[src/rtl/ces_pkg.sv]
package ces_pkg;
  typedef enum logic [3:0] {
    S_IDLE, S_PRE_GO, S_PRE_WAIT, S_ER_A, S_ER_B, S_ER_WAIT,
    S_VF_CMD, S_VF_WAIT, S_VF_RD, S_RD_CMD, S_END
  } ces_state_e;

  localparam logic [7:0] CMD_ERASE  = 8'h20;
  localparam logic [7:0] CMD_VERIFY = 8'hA0;
  localparam logic [7:0] CMD_READ   = 8'h00;
  localparam logic [7:0] BYTE_ERASED = 8'hFF;
  localparam logic [7:0] BYTE_ZERO  = 8'h00;
endpackage

[src/rtl/ces_wait_timer.sv]
module ces_wait_timer #(
  parameter int unsigned TW = 8
) (
  input  logic          clk_i,
  input  logic          rst_ni,
  input  logic          load_i,
  input  logic [TW-1:0] len_i,
  output logic          expired_o
);
  logic [TW-1:0] cnt_q;

  // load len-1 so the wait state lasts exactly len cycles
  always_ff @(posedge clk_i or negedge rst_ni) begin
    if (!rst_ni)            cnt_q <= '0;
    else if (load_i)        cnt_q <= len_i - TW'(1);
    else if (cnt_q != '0)   cnt_q <= cnt_q - TW'(1);
  end

  assign expired_o = (cnt_q == '0);
endmodule

[src/rtl/ces_addr_ctr.sv]
module ces_addr_ctr #(
  parameter int unsigned AW = 17
) (
  input  logic          clk_i,
  input  logic          rst_ni,
  input  logic          clr_i,
  input  logic          inc_i,
  output logic [AW-1:0] addr_o,
  output logic          last_o
);
  logic [AW-1:0] addr_q;

  always_ff @(posedge clk_i or negedge rst_ni) begin
    if (!rst_ni)      addr_q <= '0;
    else if (clr_i)   addr_q <= '0;
    else if (inc_i)   addr_q <= addr_q + AW'(1);
  end

  assign addr_o = addr_q;
  assign last_o = &addr_q;

  // address only moves forward between clears (resume, never restart)
  a_r6_no_backstep: assert property (@(posedge clk_i) disable iff (!rst_ni)
    !clr_i |=> addr_q >= $past(addr_q));
endmodule

[src/rtl/ces_pulse_ctr.sv]
module ces_pulse_ctr #(
  parameter int unsigned LIMIT = 1000,
  localparam int unsigned PW = $clog2(LIMIT + 1)
) (
  input  logic          clk_i,
  input  logic          rst_ni,
  input  logic          clr_i,
  input  logic          inc_i,
  output logic [PW-1:0] count_o,
  output logic          at_limit_o
);
  logic [PW-1:0] cnt_q;

  always_ff @(posedge clk_i or negedge rst_ni) begin
    if (!rst_ni)      cnt_q <= '0;
    else if (clr_i)   cnt_q <= '0;
    else if (inc_i)   cnt_q <= cnt_q + PW'(1);
  end

  assign count_o    = cnt_q;
  assign at_limit_o = (cnt_q == PW'(LIMIT));

  a_r7_within_limit: assert property (@(posedge clk_i) disable iff (!rst_ni)
    cnt_q <= PW'(LIMIT));
  a_r7_no_inc_at_limit: assert property (@(posedge clk_i) disable iff (!rst_ni)
    inc_i |-> !at_limit_o);
endmodule

[src/rtl/chip_erase_seq.sv]
module chip_erase_seq
  import ces_pkg::*;
#(
  parameter int unsigned ADDR_W      = 17,
  parameter int unsigned DATA_W      = 8,
  parameter int unsigned PULSE_LIMIT = 1000,
  parameter int unsigned ERASE_WAIT  = 500000,
  parameter int unsigned VERIFY_WAIT = 300
) (
  input  logic              clk_i,
  input  logic              rst_ni,
  input  logic              start_i,
  output logic              busy_o,
  output logic              done_o,
  output logic              pass_o,
  output logic              fail_o,
  output logic              pgm_start_o,
  output logic [ADDR_W-1:0] pgm_addr_o,
  output logic [DATA_W-1:0] pgm_data_o,
  input  logic              pgm_done_i,
  input  logic              pgm_fail_i,
  output logic              bus_req_o,
  output logic              bus_we_o,
  output logic [ADDR_W-1:0] bus_addr_o,
  output logic [DATA_W-1:0] bus_wdata_o,
  input  logic              bus_ack_i,
  input  logic [DATA_W-1:0] bus_rdata_i
);
  localparam int unsigned WMAX = (ERASE_WAIT > VERIFY_WAIT) ? ERASE_WAIT : VERIFY_WAIT;
  localparam int unsigned TW   = $clog2(WMAX + 1);
  localparam int unsigned PW   = $clog2(PULSE_LIMIT + 1);

  ces_state_e state_q, state_d;
  logic [ADDR_W-1:0] addr;
  logic addr_last, addr_clr, addr_inc;
  logic pulse_clr, pulse_inc, pulse_at_limit;
  logic [PW-1:0] pulse_cnt;
  logic tmr_load, tmr_expired;
  logic [TW-1:0] tmr_len;
  logic pass_q, fail_q, set_pass, set_fail, clr_res;
  logic ack;

  assign ack = bus_req_o & bus_ack_i;

  ces_addr_ctr #(.AW(ADDR_W)) u_addr (
    .clk_i, .rst_ni, .clr_i(addr_clr), .inc_i(addr_inc),
    .addr_o(addr), .last_o(addr_last)
  );

  ces_pulse_ctr #(.LIMIT(PULSE_LIMIT)) u_pulse (
    .clk_i, .rst_ni, .clr_i(pulse_clr), .inc_i(pulse_inc),
    .count_o(pulse_cnt), .at_limit_o(pulse_at_limit)
  );

  ces_wait_timer #(.TW(TW)) u_tmr (
    .clk_i, .rst_ni, .load_i(tmr_load), .len_i(tmr_len), .expired_o(tmr_expired)
  );

  assign tmr_len = (state_q == S_ER_B) ? TW'(ERASE_WAIT) : TW'(VERIFY_WAIT);

  always_comb begin
    state_d   = state_q;
    addr_clr  = 1'b0;
    addr_inc  = 1'b0;
    pulse_clr = 1'b0;
    pulse_inc = 1'b0;
    tmr_load  = 1'b0;
    set_pass  = 1'b0;
    set_fail  = 1'b0;
    clr_res   = 1'b0;
    unique case (state_q)
      S_IDLE: if (start_i) begin
        addr_clr  = 1'b1;
        pulse_clr = 1'b1;
        clr_res   = 1'b1;
        state_d   = S_PRE_GO;
      end
      S_PRE_GO: state_d = S_PRE_WAIT;
      S_PRE_WAIT: if (pgm_done_i) begin
        if (pgm_fail_i) begin
          set_fail = 1'b1;
          state_d  = S_END;
        end else if (addr_last) begin
          addr_clr = 1'b1;
          state_d  = S_ER_A;
        end else begin
          addr_inc = 1'b1;
          state_d  = S_PRE_GO;
        end
      end
      S_ER_A: if (ack) state_d = S_ER_B;
      S_ER_B: if (ack) begin
        pulse_inc = 1'b1;
        tmr_load  = 1'b1;
        state_d   = S_ER_WAIT;
      end
      S_ER_WAIT: if (tmr_expired) state_d = S_VF_CMD;
      S_VF_CMD: if (ack) begin
        tmr_load = 1'b1;
        state_d  = S_VF_WAIT;
      end
      S_VF_WAIT: if (tmr_expired) state_d = S_VF_RD;
      S_VF_RD: if (ack) begin
        if (bus_rdata_i == DATA_W'(BYTE_ERASED)) begin
          if (addr_last) state_d = S_RD_CMD;
          else begin
            addr_inc = 1'b1;
            state_d  = S_VF_CMD;
          end
        end else if (pulse_at_limit) begin
          set_fail = 1'b1;
          state_d  = S_END;
        end else begin
          state_d = S_ER_A;  // keep addr, re-erase, resume here
        end
      end
      S_RD_CMD: if (ack) begin
        set_pass = 1'b1;
        state_d  = S_END;
      end
      S_END:   state_d = S_IDLE;
      default: state_d = S_IDLE;
    endcase
  end

  always_ff @(posedge clk_i or negedge rst_ni) begin
    if (!rst_ni) begin
      state_q <= S_IDLE;
      pass_q  <= 1'b0;
      fail_q  <= 1'b0;
    end else begin
      state_q <= state_d;
      if (clr_res) begin
        pass_q <= 1'b0;
        fail_q <= 1'b0;
      end else begin
        if (set_pass) pass_q <= 1'b1;
        if (set_fail) fail_q <= 1'b1;
      end
    end
  end

  always_comb begin
    bus_req_o   = 1'b0;
    bus_we_o    = 1'b1;
    bus_wdata_o = DATA_W'(CMD_READ);
    unique case (state_q)
      S_ER_A, S_ER_B: begin bus_req_o = 1'b1; bus_wdata_o = DATA_W'(CMD_ERASE);  end
      S_VF_CMD:       begin bus_req_o = 1'b1; bus_wdata_o = DATA_W'(CMD_VERIFY); end
      S_VF_RD:        begin bus_req_o = 1'b1; bus_we_o = 1'b0; end
      S_RD_CMD:       begin bus_req_o = 1'b1; bus_wdata_o = DATA_W'(CMD_READ);   end
      default: ;
    endcase
  end

  assign bus_addr_o  = addr;
  assign pgm_start_o = (state_q == S_PRE_GO);
  assign pgm_addr_o  = addr;
  assign pgm_data_o  = DATA_W'(BYTE_ZERO);
  assign busy_o      = (state_q != S_IDLE);
  assign done_o      = (state_q == S_END);
  assign pass_o      = pass_q;
  assign fail_o      = fail_q;

  a_r10_req_hold: assert property (@(posedge clk_i) disable iff (!rst_ni)
    (bus_req_o && !bus_ack_i) |=> (bus_req_o && $stable(bus_addr_o)
                                   && $stable(bus_we_o) && $stable(bus_wdata_o)));
  a_r9_one_result: assert property (@(posedge clk_i) disable iff (!rst_ni)
    done_o |-> (pass_o ^ fail_o));
  a_r8_pass_after_read_cmd: assert property (@(posedge clk_i) disable iff (!rst_ni)
    $rose(pass_o) |-> $past(bus_ack_i && bus_req_o && bus_we_o
                            && bus_wdata_o == DATA_W'(CMD_READ)));
  a_r1_no_bus_during_pgm: assert property (@(posedge clk_i) disable iff (!rst_ni)
    pgm_start_o |=> !bus_req_o);
endmodule

[config.mk]
export PLATFORM = sky130hd
export DESIGN_NAME = chip_erase_seq
export DESIGN_NICKNAME = d
export VERILOG_FILES = /design/src/rtl/ces_pkg.sv /design/src/rtl/ces_wait_timer.sv /design/src/rtl/ces_addr_ctr.sv /design/src/rtl/ces_pulse_ctr.sv /design/src/rtl/chip_erase_seq.sv
export SDC_FILE = /design/constraint.sdc
export NUM_CORES = 1
export LEC_CHECK = 0
export BUFFER_PORTS_ARGS = -buffer_cell sky130_fd_sc_hd__buf_2
export CAP_MARGIN = 20
export CELL_PAD_IN_SITES_DETAIL_PLACEMENT = 1
export CELL_PAD_IN_SITES_GLOBAL_PLACEMENT = 1
export CORE_AREA = 2 2 126 79
export CTS_BUF_LIST = sky130_fd_sc_hd__clkbuf_8 sky130_fd_sc_hd__clkbuf_16
export CTS_CLUSTER_SIZE = 20
export DETAILED_ROUTE_END_ITERATION = 10
export DIE_AREA = 0 0 128 81
export GPL_TIMING_DRIVEN = 0
export PLACE_DENSITY_LB_ADDON = 0.1
export SYNTH_ARGS = -nofsm -noshare
export SYNTH_HDL_FRONTEND = slang
export SYNTH_SLANG_ARGS = --single-unit
[constraint.sdc]
create_clock -name clk_i -period 2.6 [get_ports clk_i]
set_input_delay 0.13 -clock clk_i [delete_from_list [all_inputs] [get_ports clk_i]]
set_output_delay 0.13 -clock clk_i [all_outputs]
set_load 0.01 [all_outputs]
==> flow_summary.ini <==
[run_status]
outcome = complete, but fails checks
violations = setup timing

[sta]
finalSetupViolations = 2
worst_pin_slew_ns = 0.621
slew_headroom_pct = 58.0
setup_ws_ns = -0.0411
hold_violations = 0
skew_ns = 0.00753
slew_violations = 0
period_share_pct = 102
fmax_mhz = 379
fin_crit_ns = 2.64
rsz0062_at_grt = yes

[clock_network]
htree_levels = 2
cts_tree = yes
clkTransAtPathRegs_ns = 0.07
cts.path.max_buffers = 2
cts_made_buffers = 5
clock_latency_ns = 0.30
root_buffer = clkbuf_16
cts.sinks = 52

[layout]
nets = 483
design_area_um2 = 4320
area_growth_pct = 29.1
final_cells = 585
num_antenna_cells = 0
drive_above_1_share_pct = 34.4

[synthesis]
syn_inst = 372
synth_edf_count = 0
netlist_area_um2 = 3340
yosysWarnings = 0
async_flop_share_pct = 100
yosysTopAreaCellShare_pct = 38.9
synth_top_area_cell = dfrtp_1
avgSynthCellArea_um2 = 8.99
ys_top_cells_by_area = dfrtp_1 39%, buf_4 7.0%, or4_1 3.8%
ys.flop_type = dfrtp_1
ys_types = 59
synth.yosys.seq_area_share_pct = 38.9
synth_seq_cells = 52

[die]
io_pins = 71
initial_core_util_pct = 35.6
rows = 28
die-area_um2 = 10400
core_area_um2 = 9390
dieHeight_um = 81
die_w_um = 128

[power_and_ir_drop]
worst_ir_drop_vdd_uv = 301
cellLeakagePower_nw = 1.92
powerDensity_nw_per_um2 = 881

[global_route]
grt_max_degree = 33
grt_pass1_vias = 3031
antenna_found_initial = 0
grt_pass1_wl_mm = 15.9
grt.overflow.total = 0
track_usage_pct = 19.7

[route]
wl_mm = 9.84
ant_nets = 0
initialDrtViolationCount = 170
routedWlPerCell_um = 16.8
viasPerCell = 5.30
detailroute.via_count = 3101
drtPass1Iterations = 5
drc = 0

[worst_setup_path]
worstPathMaxFanout = 6
worstPathRequired_ns = 2.82
crit_type = reg -> reg
critPathLaunchType = flop
endpoint_kind = flop
crit_arrival_ns = 2.86

[min_path]
hp-class = in -> reg

[placement]
post_dp_cell_area_um2 = 3850
place_inst = 561
hpwl_mm = 7.10
gp_congestion = 0.856
io_buffers = 55
post-place-ws_ns = -0.757

[job]
maxCapViolations = 0
==> path summary, 6_finish.rpt <==
check	startpoint	to	slack, ns	depth (start not counted)
max	state_q[0]	u_addr.addr_o[5]	-0.04	5
min	pgm_done_i	fail_o	0.19	3
max reg2reg	state_q[0]	u_addr.addr_o[5]	-0.04	5
min reg2reg	pass_o	pass_o	0.53	2
max in group asynchronous	rst_ni	u_tmr.cnt_q[12]	1.69	3
min in group asynchronous	rst_ni	u_pulse.count_o[0]	0.34	2
==> cells in the final DEF, fill, tap and decap left out, types with 4 or more instances in the layout <==
master | synthesis | final
nor4_1 | 7 | 6
clkbuf_1 | 17 | 9
inv_1 | 11 | 12
nor3_1 | 8 | 8
clkbuf_16 | 0 | 5
a31oi_1 | 4 | 4
nand2_1 | 29 | 26
nor2_1 | 28 | 27
or4_1 | 17 | 15
nand3_1 | 7 | 6
o31ai_1 | 12 | 12
buf_4 | 31 | 48
o21ai_0 | 12 | 11
o21a_1 | 4 | 4
or2_2 | 6 | 6
a21oi_1 | 23 | 21
nand2b_1 | 8 | 8
dfrtp_1 | 52 | 48
dfrtp_2 | 0 | 4
buf_2 | 0 | 55
xnor2_1 | 7 | 7
conb_1 | 1 | 14
or3_1 | 7 | 6
xor2_1 | 7 | 7
o211ai_1 | 6 | 6
nand4_1 | 6 | 6
==> layout make-up <==
| type | instances | area, um^2 |
|---|---|---|
| Sequential cell | 52 | 1310 |
| Tap cell | 120 | 150 |
| Inverter | 11 | 41.3 |
| Clock inverter | 3 | 38.8 |
| Buffer | 46 | 337 |
| Multi-Input combinational cell | 273 | 1870 |
| Fill cell | 1113 | 5070 |
| Clock buffer | 5 | 125 |
| Timing Repair Buffer | 75 | 448 |
==> registers in the layout, indices dropped and copies added, names as in the netlist <==
register         cells
u_tmr.cnt_q         19
u_addr.addr_o       17
u_pulse.count_o     10
state_q              4
fail_o               1
pass_o               1
==> power breakdown <==
group,internal [mW],switching (mW),total [mW]
Combinational,0.775,0.969,1.74
Clock,0.450,0.317,0.767
Sequential,1.04,0.249,1.29
==> metal layers <==
metal  part of all wire, %  GRT usage (%)
met5                     0              0
met4                   1.2           4.62
met3                   3.3           3.16
met2                    43           29.9
met1                    52           29.3
==> cell families after synthesis <==
| group | count (synthesis) | share of synthesized area [%] |
|---|---|---|
| AOI/OAI and AO/OA | 88 | 18.6 |
| xor gates and xnor gates | 14 | 3.67 |
| adders and majority gates | 5 | 1.87 |
| buffers and inverters | 60 | 10.4 |
| DFF | 52 | 38.9 |
| muxes | 5 | 1.57 |
| other | 1 | 0.112 |
| and+or+nand+nor | 147 | 24.9 |
==> Yosys cell counts (all sizes together) (8+ instances only) <==
library cell and number:
a21oi 23, buf 32, clkbuf 17, dfrtp 52, inv 11, nand2 29
nand2b 8, nor2 28, nor3 8, o21ai 13, o31ai 13, or4 18
==> metrics by stage <==
step | util (%) | hold slack, ns | power (mW) | TNS (ns)
after floorplan | - | -0.166 | 2.33 | 0
after global placement | 40.8 | 0.483 | 2.77 | -13.27
after detailed placement | 41.0 | 0.145 | 2.84 | -14.60
after CTS | 45.5 | 0.196 | 3.80 | -0.0584
after global routing | 46.0 | 0.224 | 4.09 | -0.352
final | 46.0 | 0.195 | 3.80 | -0.0413
==> repair_timing <==
action,in CTS,in global routing
pin swaps,8,7
hold buffers,1,0
gates resized for setup,39,10
endpoints found under the setup margin,34,22
endpoints found under the hold margin,20,0
setup buffers,13,4
gates cloned,1,0
==> worst max-delay path, cell delays in order (launching register included) <==
cell and delay, ns:
dfrtp_2 0.44, or4b_4 0.53, or4_4 0.57, a2111o_1 0.50
or3_1 0.39, a21oi_2 0.13
Power figures use the tool's default switching activity.
